$ cat config.mk
export PLATFORM = sky130hd
export DESIGN_NAME = pm_regblock
export DESIGN_NICKNAME = d
export VERILOG_FILES = /design/src/rtl/pm_pkg.sv /design/src/rtl/pm_tick_gen.sv /design/src/rtl/pm_edge_latch.sv /design/src/rtl/pm_reg_file.sv /design/src/rtl/pm_regblock.sv
export SDC_FILE = /design/constraint.sdc
export NUM_CORES = 1
export LEC_CHECK = 0
export ABC_AREA = 0
export BUFFER_PORTS_ARGS = -buffer_cell sky130_fd_sc_hd__buf_2
export CAP_MARGIN = 15
export CORE_MARGIN = 5
export CORE_UTILIZATION = 35
export DETAILED_ROUTE_END_ITERATION = 10
export PLACE_DENSITY = 0.56
export SYNTH_ARGS = -nofsm -noshare
export SYNTH_HDL_FRONTEND = slang
export SYNTH_SLANG_ARGS = --single-unit
$ cat constraint.sdc
create_clock -name clk_i -period 15.25 [get_ports clk_i]
set_clock_uncertainty 0.05 [all_clocks]
set_input_delay 2.2875 -clock clk_i [delete_from_list [all_inputs] [get_ports clk_i]]
set_output_delay 2.2875 -clock clk_i [all_outputs]
set_load 0.005 [all_outputs]
$ cat src/rtl/pm_pkg.sv
package pm_pkg;
  localparam int DATA_W = 32;
  localparam int EV_N   = 16;

  typedef enum logic [3:0] {
    R_NONE, R_STS, R_REN, R_CTL, R_TMR, R_GPS, R_GPE, R_PRC,
    R_GST, R_DST, R_GEN, R_GCT, R_DCT, R_RST, R_GPO
  } reg_id_e;

  typedef struct packed {
    reg_id_e    id;
    logic [1:0] sh;
  } dec_t;

  localparam logic [15:0] REN_WM  = 16'h0521;
  localparam logic [15:0] GPE_WM  = 16'h0F01;
  localparam logic [15:0] GEN_WM  = 16'h8D13;
  localparam logic [31:0] PRC_WM  = 32'h0002_3E1E;
  localparam logic [31:0] GCT_WM  = 32'h0701_FFE5;
  localparam logic [31:0] GPO_WM  = 32'h7FFF_FFFF;
  localparam logic [31:0] GPO_RST = 32'h7FFF_BFFF;
  localparam logic [7:0]  RST_KEY = 8'h01;
  localparam int          SLP_EN  = 13;
  localparam int          SLP_LSB = 10;

  function automatic dec_t decode(input logic [5:0] a);
    dec_t d;
    d.id = R_NONE;
    d.sh = a[1:0];
    case (a[5:2])
      4'd0:  begin d.id = a[1] ? R_REN : R_STS; d.sh = {1'b0, a[0]}; end
      4'd1:  begin d.id = a[1] ? R_NONE : R_CTL; d.sh = {1'b0, a[0]}; end
      4'd2:  d.id = R_TMR;
      4'd3:  begin d.id = a[1] ? R_GPE : R_GPS; d.sh = {1'b0, a[0]}; end
      4'd4:  d.id = R_PRC;
      4'd6:  begin d.id = a[1] ? R_NONE : R_GST; d.sh = {1'b0, a[0]}; end
      4'd7:  d.id = R_DST;
      4'd8:  begin d.id = a[1] ? R_NONE : R_GEN; d.sh = {1'b0, a[0]}; end
      4'd10: d.id = R_GCT;
      4'd11: d.id = R_DCT;
      4'd12: begin d.id = (a[1:0] == 2'd3) ? R_RST : R_NONE; d.sh = 2'd0; end
      4'd13: d.id = R_GPO;
      default: d.id = R_NONE;
    endcase
    return d;
  endfunction

  function automatic logic [3:0] size_lanes(input logic [2:0] sz);
    case (sz)
      3'd0:    return 4'b0000;
      3'd1:    return 4'b0001;
      3'd2:    return 4'b0011;
      3'd3:    return 4'b0111;
      default: return 4'b1111;
    endcase
  endfunction
endpackage

$ cat src/rtl/pm_tick_gen.sv
module pm_tick_gen #(
  parameter int CLK_HZ  = 100_000_000,
  parameter int TICK_HZ = 3_579_545,
  parameter int CNT_W   = 32,
  parameter int OVF_BIT = 23
) (
  input  logic             clk_i,
  input  logic             rst_ni,
  output logic [CNT_W-1:0] count_o,
  output logic             ovf_o
);
  localparam int ACC_W = $clog2(CLK_HZ) + 1;
  localparam logic [ACC_W:0] STEP = (ACC_W+1)'(TICK_HZ);
  localparam logic [ACC_W:0] LIM  = (ACC_W+1)'(CLK_HZ);

  logic [ACC_W-1:0] acc_q;
  logic [ACC_W:0]   sum, rem;
  logic             tick;
  logic [CNT_W-1:0] cnt_q, cnt_d;

  assign sum   = {1'b0, acc_q} + STEP;
  assign tick  = (sum >= LIM);
  assign rem   = tick ? (sum - LIM) : sum;
  assign cnt_d = cnt_q + CNT_W'(tick);
  assign ovf_o = tick && (cnt_d[OVF_BIT] != cnt_q[OVF_BIT]);

  always_ff @(posedge clk_i or negedge rst_ni) begin
    if (!rst_ni) begin
      acc_q <= '0;
      cnt_q <= '0;
    end else begin
      acc_q <= rem[ACC_W-1:0];
      cnt_q <= cnt_d;
    end
  end

  assign count_o = cnt_q;
endmodule

$ cat src/rtl/pm_edge_latch.sv
module pm_edge_latch #(
  parameter int N = 16
) (
  input  logic         clk_i,
  input  logic         rst_ni,
  input  logic [N-1:0] ev_i,
  output logic [N-1:0] ev_q_o,
  output logic [N-1:0] rise_o
);
  logic [N-1:0] ev_q;

  always_ff @(posedge clk_i or negedge rst_ni) begin
    if (!rst_ni) ev_q <= '0;
    else         ev_q <= ev_i;
  end

  assign rise_o = ev_i & ~ev_q;
  assign ev_q_o = ev_q;
endmodule

$ cat src/rtl/pm_reg_file.sv
module pm_reg_file
  import pm_pkg::*;
(
  input  logic              clk_i,
  input  logic              rst_ni,
  input  logic              init_set_i,
  input  logic              we_i,
  input  reg_id_e           id_i,
  input  logic [1:0]        sh_i,
  input  logic [2:0]        size_i,
  input  logic [DATA_W-1:0] wdata_i,
  input  logic              tmr_ovf_i,
  input  logic [EV_N-1:0]   gps_set_i,
  output logic [15:0]       sts_o,
  output logic [15:0]       ren_o,
  output logic [15:0]       ctl_o,
  output logic [15:0]       gps_o,
  output logic [15:0]       gpe_o,
  output logic [15:0]       gen_o,
  output logic [31:0]       prc_o,
  output logic [31:0]       dst_o,
  output logic [31:0]       gct_o,
  output logic [31:0]       dct_o,
  output logic [31:0]       gpo_o,
  output logic              poff_o,
  output logic              hib_o,
  output logic              rbt_o
);
  localparam int NB = DATA_W / 8;

  logic [NB-1:0]     lanes;
  logic [DATA_W-1:0] bm, wv;
  logic              init_q;

  logic [15:0] sts_q, ren_q, ctl_q, gps_q, gpe_q, gen_q;
  logic [31:0] prc_q, dst_q, gct_q, dct_q, gpo_q;
  logic [15:0] sts_d, ren_d, ctl_d, gps_d, gpe_d, gen_d;
  logic [31:0] prc_d, dst_d, gct_d, dct_d, gpo_d;
  logic        poff_d, hib_d, rbt_d, poff_q, hib_q, rbt_q;
  logic [2:0]  slp_typ;

  assign lanes = size_lanes(size_i) << sh_i;

  for (genvar i = 0; i < NB; i++) begin : g_lane
    assign bm[8*i +: 8] = {8{lanes[i]}};
  end

  assign wv      = (wdata_i << {sh_i, 3'b000}) & bm;
  assign slp_typ = wv[SLP_LSB +: 3];

  always_comb begin
    sts_d = sts_q; ren_d = ren_q; ctl_d = ctl_q; gps_d = gps_q;
    gpe_d = gpe_q; gen_d = gen_q; prc_d = prc_q; dst_d = dst_q;
    gct_d = gct_q; dct_d = dct_q; gpo_d = gpo_q;
    poff_d = 1'b0; hib_d = 1'b0; rbt_d = 1'b0;
    if (we_i) begin
      case (id_i)
        R_STS: sts_d = sts_q & ~wv[15:0];
        R_REN: ren_d = (ren_q & ~bm[15:0]) | (wv[15:0] & REN_WM);
        R_CTL: begin
          ctl_d = (ctl_q & ~bm[15:0]) | wv[15:0];
          if (wv[SLP_EN]) begin
            poff_d = (slp_typ == 3'd0);
            hib_d  = (slp_typ == 3'd1);
          end
        end
        R_GPS: gps_d = gps_q & ~wv[15:0];
        R_GPE: gpe_d = (gpe_q & ~bm[15:0]) | (wv[15:0] & GPE_WM);
        R_PRC: prc_d = (prc_q & ~bm) | (wv & PRC_WM);
        R_DST: dst_d = ~wv;
        R_GEN: gen_d = (gen_q & ~bm[15:0]) | (wv[15:0] & GEN_WM);
        R_GCT: gct_d = (gct_q & ~bm) | (wv & GCT_WM);
        R_DCT: dct_d = (dct_q & ~bm) | wv;
        R_RST: rbt_d = lanes[0] && (wdata_i[7:0] == RST_KEY);
        R_GPO: gpo_d = (gpo_q & ~bm) | (wv & GPO_WM);
        default: ;
      endcase
    end
    // event sets override same-cycle clears
    if (tmr_ovf_i) sts_d[0] = 1'b1;
    gps_d = gps_d | gps_set_i;
    if (init_q && init_set_i) ctl_d[0] = 1'b1;
  end

  always_ff @(posedge clk_i or negedge rst_ni) begin
    if (!rst_ni) begin
      sts_q <= '0; ren_q <= '0; ctl_q <= '0; gps_q <= '0; gpe_q <= '0;
      gen_q <= '0; prc_q <= '0; dst_q <= '0; gct_q <= '0; dct_q <= '0;
      gpo_q <= GPO_RST; init_q <= 1'b1;
      poff_q <= 1'b0; hib_q <= 1'b0; rbt_q <= 1'b0;
    end else begin
      sts_q <= sts_d; ren_q <= ren_d; ctl_q <= ctl_d; gps_q <= gps_d;
      gpe_q <= gpe_d; gen_q <= gen_d; prc_q <= prc_d; dst_q <= dst_d;
      gct_q <= gct_d; dct_q <= dct_d; gpo_q <= gpo_d; init_q <= 1'b0;
      poff_q <= poff_d; hib_q <= hib_d; rbt_q <= rbt_d;
    end
  end

  assign sts_o = sts_q; assign ren_o = ren_q; assign ctl_o = ctl_q;
  assign gps_o = gps_q; assign gpe_o = gpe_q; assign gen_o = gen_q;
  assign prc_o = prc_q; assign dst_o = dst_q; assign gct_o = gct_q;
  assign dct_o = dct_q; assign gpo_o = gpo_q;
  assign poff_o = poff_q; assign hib_o = hib_q; assign rbt_o = rbt_q;
endmodule

$ cat src/rtl/pm_regblock.sv
module pm_regblock
  import pm_pkg::*;
#(
  parameter int ADDR_W  = 6,
  parameter int CLK_HZ  = 100_000_000,
  parameter int TICK_HZ = 3_579_545,
  parameter int OVF_BIT = 23
) (
  input  logic              clk_i,
  input  logic              rst_ni,
  input  logic              acpi_mode_i,
  input  logic [ADDR_W-1:0] addr_i,
  input  logic [2:0]        size_i,
  input  logic              wr_i,
  input  logic              rd_i,
  input  logic [DATA_W-1:0] wdata_i,
  output logic [DATA_W-1:0] rdata_o,
  input  logic [EV_N-1:0]   event_i,
  output logic              sci_o,
  output logic              power_off_o,
  output logic              hibernate_o,
  output logic              reboot_o
);
  localparam int NB = DATA_W / 8;
  localparam logic [ADDR_W-1:0] MAP_END = ADDR_W'(56);

  dec_t              dec;
  reg_id_e           id;
  logic [3:0]        szl;
  logic [EV_N-1:0]   ev_q, ev_rise;
  logic [31:0]       tmr_cnt;
  logic              tmr_ovf;
  logic [15:0]       sts_q, ren_q, ctl_q, gps_q, gpe_q, gen_q, gst_v;
  logic [31:0]       prc_q, dst_q, gct_q, dct_q, gpo_q;
  logic [DATA_W-1:0] full_v, shf_v, rd_v, rdata_q;

  assign dec = decode(addr_i[5:0]);
  assign id  = (addr_i < MAP_END) ? dec.id : R_NONE;
  assign szl = size_lanes(size_i);

  pm_tick_gen #(
    .CLK_HZ(CLK_HZ), .TICK_HZ(TICK_HZ), .CNT_W(32), .OVF_BIT(OVF_BIT)
  ) u_tick (
    .clk_i(clk_i), .rst_ni(rst_ni), .count_o(tmr_cnt), .ovf_o(tmr_ovf)
  );

  pm_edge_latch #(.N(EV_N)) u_evt (
    .clk_i(clk_i), .rst_ni(rst_ni), .ev_i(event_i), .ev_q_o(ev_q), .rise_o(ev_rise)
  );

  pm_reg_file u_regs (
    .clk_i(clk_i), .rst_ni(rst_ni), .init_set_i(acpi_mode_i),
    .we_i(wr_i), .id_i(id), .sh_i(dec.sh), .size_i(size_i), .wdata_i(wdata_i),
    .tmr_ovf_i(tmr_ovf), .gps_set_i(ev_rise),
    .sts_o(sts_q), .ren_o(ren_q), .ctl_o(ctl_q), .gps_o(gps_q), .gpe_o(gpe_q),
    .gen_o(gen_q), .prc_o(prc_q), .dst_o(dst_q), .gct_o(gct_q), .dct_o(dct_q),
    .gpo_o(gpo_q), .poff_o(power_off_o), .hib_o(hibernate_o), .rbt_o(reboot_o)
  );

  always_comb begin
    gst_v    = '0;
    gst_v[7] = |gps_q;
    gst_v[6] = |sts_q[15:1];
    gst_v[4] = |dst_q;
  end

  always_comb begin
    case (id)
      R_STS:   full_v = {16'h0, sts_q};
      R_REN:   full_v = {16'h0, ren_q};
      R_CTL:   full_v = {16'h0, ctl_q};
      R_TMR:   full_v = tmr_cnt;
      R_GPS:   full_v = {16'h0, gps_q};
      R_GPE:   full_v = {16'h0, gpe_q};
      R_PRC:   full_v = prc_q;
      R_GST:   full_v = {16'h0, gst_v};
      R_DST:   full_v = dst_q;
      R_GEN:   full_v = {16'h0, gen_q};
      R_GCT:   full_v = gct_q;
      R_DCT:   full_v = dct_q;
      R_GPO:   full_v = gpo_q;
      default: full_v = '0;
    endcase
  end

  assign shf_v = full_v >> {dec.sh, 3'b000};

  for (genvar i = 0; i < NB; i++) begin : g_rdl
    assign rd_v[8*i +: 8] = szl[i] ? shf_v[8*i +: 8] : 8'h00;
  end

  always_ff @(posedge clk_i or negedge rst_ni) begin
    if (!rst_ni)   rdata_q <= '0;
    else if (rd_i) rdata_q <= rd_v;
  end

  assign rdata_o = rdata_q;
  assign sci_o   = ((|ren_q) && (|sts_q)) || ((|gps_q) && (|gpe_q));
endmodule

======== Yosys cells after proc, flatten, opt, wreduce, memory -nomap -nowiden ========
Cells that the tools add are included.
W data, S select, Z words.
cells by class
  add/sub/neg operators ................... 3
  order comparisons ....................... 2
  equality and inequality tests ........... 32
  shift-type cells ........................ 3
  multiplexer cells ....................... 32
  bitwise logic cells ..................... 26
  reductions and logical operators ........ 32
operators by type and width
  operator                  number
  $pmux W32 S13             1
  $and A32 B32 Y32          5
  $and A16 B16 Y16          7
  $not A32 Y32              2
  $reduce_or A16 Y1         4
  $eq A4 B4 Y1 const B      12
  $not A16 Y16              3
  $or A16 B16 Y16           3
  $pmux W4 S12              1
  $add A32 B1 Y32           1
  $mux W16                  2
  $mux W8                   4
  $or A32 B18 Y32           1
  $or A32 B27 Y32           1
  $or A32 B31 Y32           1
  $or A32 B32 Y32           1
  $reduce_or A32 Y1         1
  $shl A32 B5 Y32           1
  $shr A32 B5 Y32           1
  $add A28 B22 Y29 const B  1
  $ge A29 B27 Y1 const B    1
  $eq A4 B3 Y1 const B      7
  $mux W28                  1
  $sub A28 B27 Y28 const B  1
  other kinds (24)          67
storage, ports and cells
  register bits ........................... 368
  word-level logic and storage cells ...... 151

======== Logic depth before layout (Yosys ltp) ========
  depth in word-level cells ............... 10
  mapped depth ............................ 22
  depth with buffers taken out ............ 19

======== Modules after synthesis ========
From an unflattened synthesis, not the netlist that was laid out.
second synthesis, totals
  cells, all modules ...................... 1721
  area total of the unflattened synthesis .. 18941.9 um^2
modules (own cells, without submodules)
  module         times used  cells an instance  area each (um^2)  sequential area each (um^2)
  pm_reg_file    1           732                10019.6           6545.0
  pm_regblock    1           581                4615.7            800.8
  pm_tick_gen    1           376                3686.0            1501.4
  pm_edge_latch  1           32                 620.6             400.4

======== Worst setup path before layout ========
Ideal clock, no wire load.
  path kind ............................... register to register
  start ................................... reg u_tick.acc_q[3]
  end ..................................... reg u_tick.cnt_q[26], in the netlist u_tick.count_o[26]
  setup time .............................. 0.123 ns
  arrival ................................. 4.623 ns
  path slack .............................. 10.454 ns
  cell stages (with the launch flop) ...... 21
  path buffers ............................ 3
  clock period less this slack ............ 4.796 ns
  cell sequence ........................... dfrtp_1 > buf_6 > a311oi_2 > nor2_1 > o21ai_0 > xnor2_1 > ha_1 > nand3_1 > a2111oi_0 > o2111ai_1 > a2111oi_2 > or2_1 > buf_4 > buf_2 > ha_1 > ha_1 > nand2_1 > nor4_1 > and4_1 > nand2_1 > xnor2_1
between the ends
  cells in the longest elaborated chain, start to end .. 3
RTL lines
  what                    RTL line           source
  from (decl)             pm_tick_gen.sv:16  logic [ACC_W-1:0] acc_q;
  from (signal assigned)  pm_tick_gen.sv:32  acc_q <= rem[ACC_W-1:0];
  $add A28 B22 Y29        pm_tick_gen.sv:21  assign sum = {1'b0, acc_q} + STEP;
  $ge A29 B27 Y1          pm_tick_gen.sv:22  assign tick = (sum >= LIM);
  $add A32 B1 Y32         pm_tick_gen.sv:24  assign cnt_d = cnt_q + CNT_W'(tick);
  via u_tick.cnt_d[26]    pm_tick_gen.sv:19  logic [CNT_W-1:0] cnt_q, cnt_d;
  to (signal assigned)    pm_tick_gen.sv:33  cnt_q <= cnt_d;
  to (decl)               pm_tick_gen.sv:19
The timed path passes the listed nets, and every way through them passes these cells.
A chain may end at the register's enable or synchronous reset.

======== Worst setup path in the final report ========
  start ................................... reg u_tick.acc_q[2]
  end ..................................... reg u_tick.cnt_q[29], in the netlist u_tick.count_o[29]
Same word-level chain as after synthesis.

==> results.md <==
* PD cells at 125.4 nW/um^2
* FP Rows at 81
* Reg2reg setup slack at 9660 ps
* Crit Path Max Fanout at 9
* Vias in the first global route at 14066
* GRT Total Usage at 0.2101
* Clk pin slew, worst setup/hold paths at 60 ps
* CP startpoint kind: register
* Vias per cell at 5.636
* GPL Wtd Cong at 0.9402
* Antenna diode count at 0
* Filler cells at 4833
* Minimum clock period at 5590 ps
* Worst slack, placed at 9654 ps
* Post-CTS Setup Repair Bufs at 0
* Worst EP arrival at 6010 ps
* Clock Sink Count at 368
* Remaining antenna violation count after routing at 0
* Synth area leader: dfrtp_1
* Starting DRC count in detailed routing at 1644
* Max clock buf depth at 3
* Critical path type: reg -> reg
* Hold crit path type: reg -> reg
* Largest net degree at the start of global routing at 185
* Hold Path End: u_regs.gps_o[12]
* CTS tree: built
* Sw Share at 0.2651
* Post-synth EDFFs at 0
* DRT Pass-1 Iters at 8
* Measured slew at the worst slew-check pin at 1187 ps
* Cells after Synth at 1779
* Fin. Hold Viols at 0
* Dpl hpwl at 39.90 mm
* Total grt overflow at 0
* Die H at 232.0 um
* Register area at 9248 um^2
* Clk Latency, worst-skew pair at 590 ps
* Final Cycle Share at 0.3666
* RSZ-0062 raised after global routing: no
* DIE AREA at 53840 um^2
* Synth cell types at 78
* Setup-failing EPs final at 0
* Grt met2 use at 0.3095
* Post-synthesis sequential area ratio at 0.5359
* Hold_sp: u_evt.ev_q_o[12]
* Yosys reg bits at 368
* Synth-to-layout area growth at 15.73%
* Worst setup margin at 9660 ps
* Ranking of synthesized cells by area: dfrtp_1 (49%), dfstp_2 (4.7%), nand2_1 (4.7%), a22oi_1 (4.0%), nor2_1 (3.5%)
* Vias after detailed routing at 14327
* Post-route DRC at 0
* Initial antenna violation count at 1
* Syn Area/Cell at 9.699 um^2
* Slew HR at 0.2041
* Starting Density at 0.3532
* Synth Cell Area at 17260 um^2
* CTS buffer count at 43
* Comb pwr share at 0.105
* R2R depth at 19
* Max Cap Viol at 0
* Hold bufs inserted after CTS at 0
* Layout cells sized above 1 at 0.1459
* CP Capture Type: register
* Slew Limit Fails at 0
* Hold Path Stages at 1
* Most used DFF post-synth: dfrtp_1
* Status: finished clean
* Req. time, crit path at 15670 ps
* Worst R2R Start: u_tick.acc_q[2]
* Crit. Startpoint: u_tick.acc_q[2]
* F_max at 0.1789 GHz
* Core ar. at 48850 um^2
* Die Width at 232.0 um
* Grt peak-use layer: met2
* M1 GR Usage at 0.2976
* Synthesized Nets at 1847
* Post-synth top area share at 0.4887
* YS warnings at 0
* First-pass GRT wire length at 87.51 mm
* Clock share of power at 0.435
* Internal power at 1.840 mW
* Area of the multi-input gates at 7360 um^2
* IO buf count at 97
* P_leak at 8.803 nW
* CTS resizes at 0
* TNS Setup at 0 ps
* Final #Nets at 1911
* NetSw at 0.6638 mW
* Share of synthesized registers carrying an async set or reset at 1.000
* CTS root buf: clkbuf_16
* Reg-to-Reg End: u_tick.count_o[29]
* DR WL/cell at 22.65 um
* Num ports at 98
* VDD IR max at 0.00007832 V
* Total wire length at 57.57 mm
* Seq pwr share at 0.459
* GR Util met3 at 0.06359
* Htree depth at 2
-- placed cells by master (no fill, tap or decap), types with 7 or more instances in the layout --
master     Yosys  final
a211oi_1      15     15
a21boi_0      16     16
a21o_1         7      7
a21oi_1       95     95
a221oi_1      14     14
a222oi_1      17     17
a22o_1        10     10
a22oi_1       91     91
a31oi_1       45     45
a41oi_1        7      7
and2_1        48     47
and3_1        16     16
buf_2          4     96
buf_4          2     28
clkbuf_1      90      9
clkbuf_16      0     44
clkbuf_8       0     10
clkinv_2       0      9
dfrtp_1      337    337
dfstp_2       31     31
inv_1         67     67
mux2_2        18     18
mux2i_1       18     17
nand2_1      214    214
nand3_1       64     64
nand4_1       24     24
nor2_1       159    154
nor2b_1       33     33
nor3_1        18     15
nor4_1        27     27
o21ai_0       96     96
o21ai_1       11     10
o22ai_1       25     25
xnor2_1       43     43
xor2_1        23     23
-- stage by stage --
stage          power [mW]  hold slack (ps)  utilization  instances  instance area (um^2)
2_1_floorplan       1.297            341.9            -       1779                 17260
3_3_place_gp        1.416            344.7       0.3768       2458                 18410
3_5_place_dp        1.424            353.3       0.3768       2458                 18410
4_1_cts             2.518            361.0       0.4075       2538                 19910
5_1_grt             2.604            371.1       0.4088       2542                 19970
6_report            2.504            355.2       0.4088       2542                 19970
-- worst max path at each step --
stage / cells past startpoint / end
after floorplan: 20 / u_tick.count_o[26]
final: 19 / u_tick.count_o[29]
after global routing: 19 / u_tick.count_o[29]
after detailed placement: 8 / register
after global placement: 8 / register
after CTS: 19 / u_tick.count_o[29]
-- critical path: stages (launching register included) --
cell and delay (ps):
dfrtp_1 480, a311oi_2 520, nor2_1 150, o21ai_0 270
xnor2_1 210, ha_1 200, nand3_1 70, a2111oi_0 820
o2111ai_1 270, a2111oi_2 370, or2_1 250, ha_1 250
and3_1 220, inv_1 70, or3_1 380, nor2_1 160
and2_1 250, nand3_1 190, nor2_1 170, xor2_1 160
-- routing by layer --
layer | part of all wire | vias to the layer above
li1 | - | 6485
met1 | 0.44 | 7063
met2 | 0.43 | 692
met3 | 0.11 | 87
met4 | 0.027 | 0
met5 | 0 | -
-- Yosys cell counts (27+ instances only) --
cell and count:
a21oi_1 95, dfrtp_1 337, nor4_1 27, nand3_1 64
nor2_1 159, nand2_1 214, a22oi_1 91, inv_1 67
clkbuf_1 90, xnor2_1 43, and2_1 48, nor2b_1 33
a31oi_1 45, dfstp_2 31, o21ai_0 96
-- kinds of logic after synthesis --
logic type               Yosys count  share of synthesized area
AO/OA/AOI/OAI                    491                     0.1901
XOR/XNOR                          67                    0.03444
adder cells (fa/ha/maj)            6                   0.004351
buffers and inverters            177                    0.04017
flip-flops                       368                     0.5359
multiplexers                      37                    0.02284
other                              1                  0.0002173
AND/OR/NAND/NOR                  632                     0.1720
-- power groups by stage --
stage               combinational (mW)  sequential (mW)  clock (mW)
floorplan                        0.155             1.14           0
global placement                 0.253             1.16           0
detailed placement               0.259             1.17           0
CTS                              0.260             1.15        1.11
global route                     0.293             1.16        1.15
finish                           0.264             1.15        1.09
-- layout make-up --
type | count | area share
multi-input cells | 1234 | 0.3685
inverters | 67 | 0.01259
repair buffers | 129 | 0.03910
well taps | 664 | 0.04160
clock inverters | 17 | 0.01140
clock buffers | 63 | 0.06372
flip-flops and latches | 368 | 0.4631
Note: power is estimated with default switching activity, not from simulation.
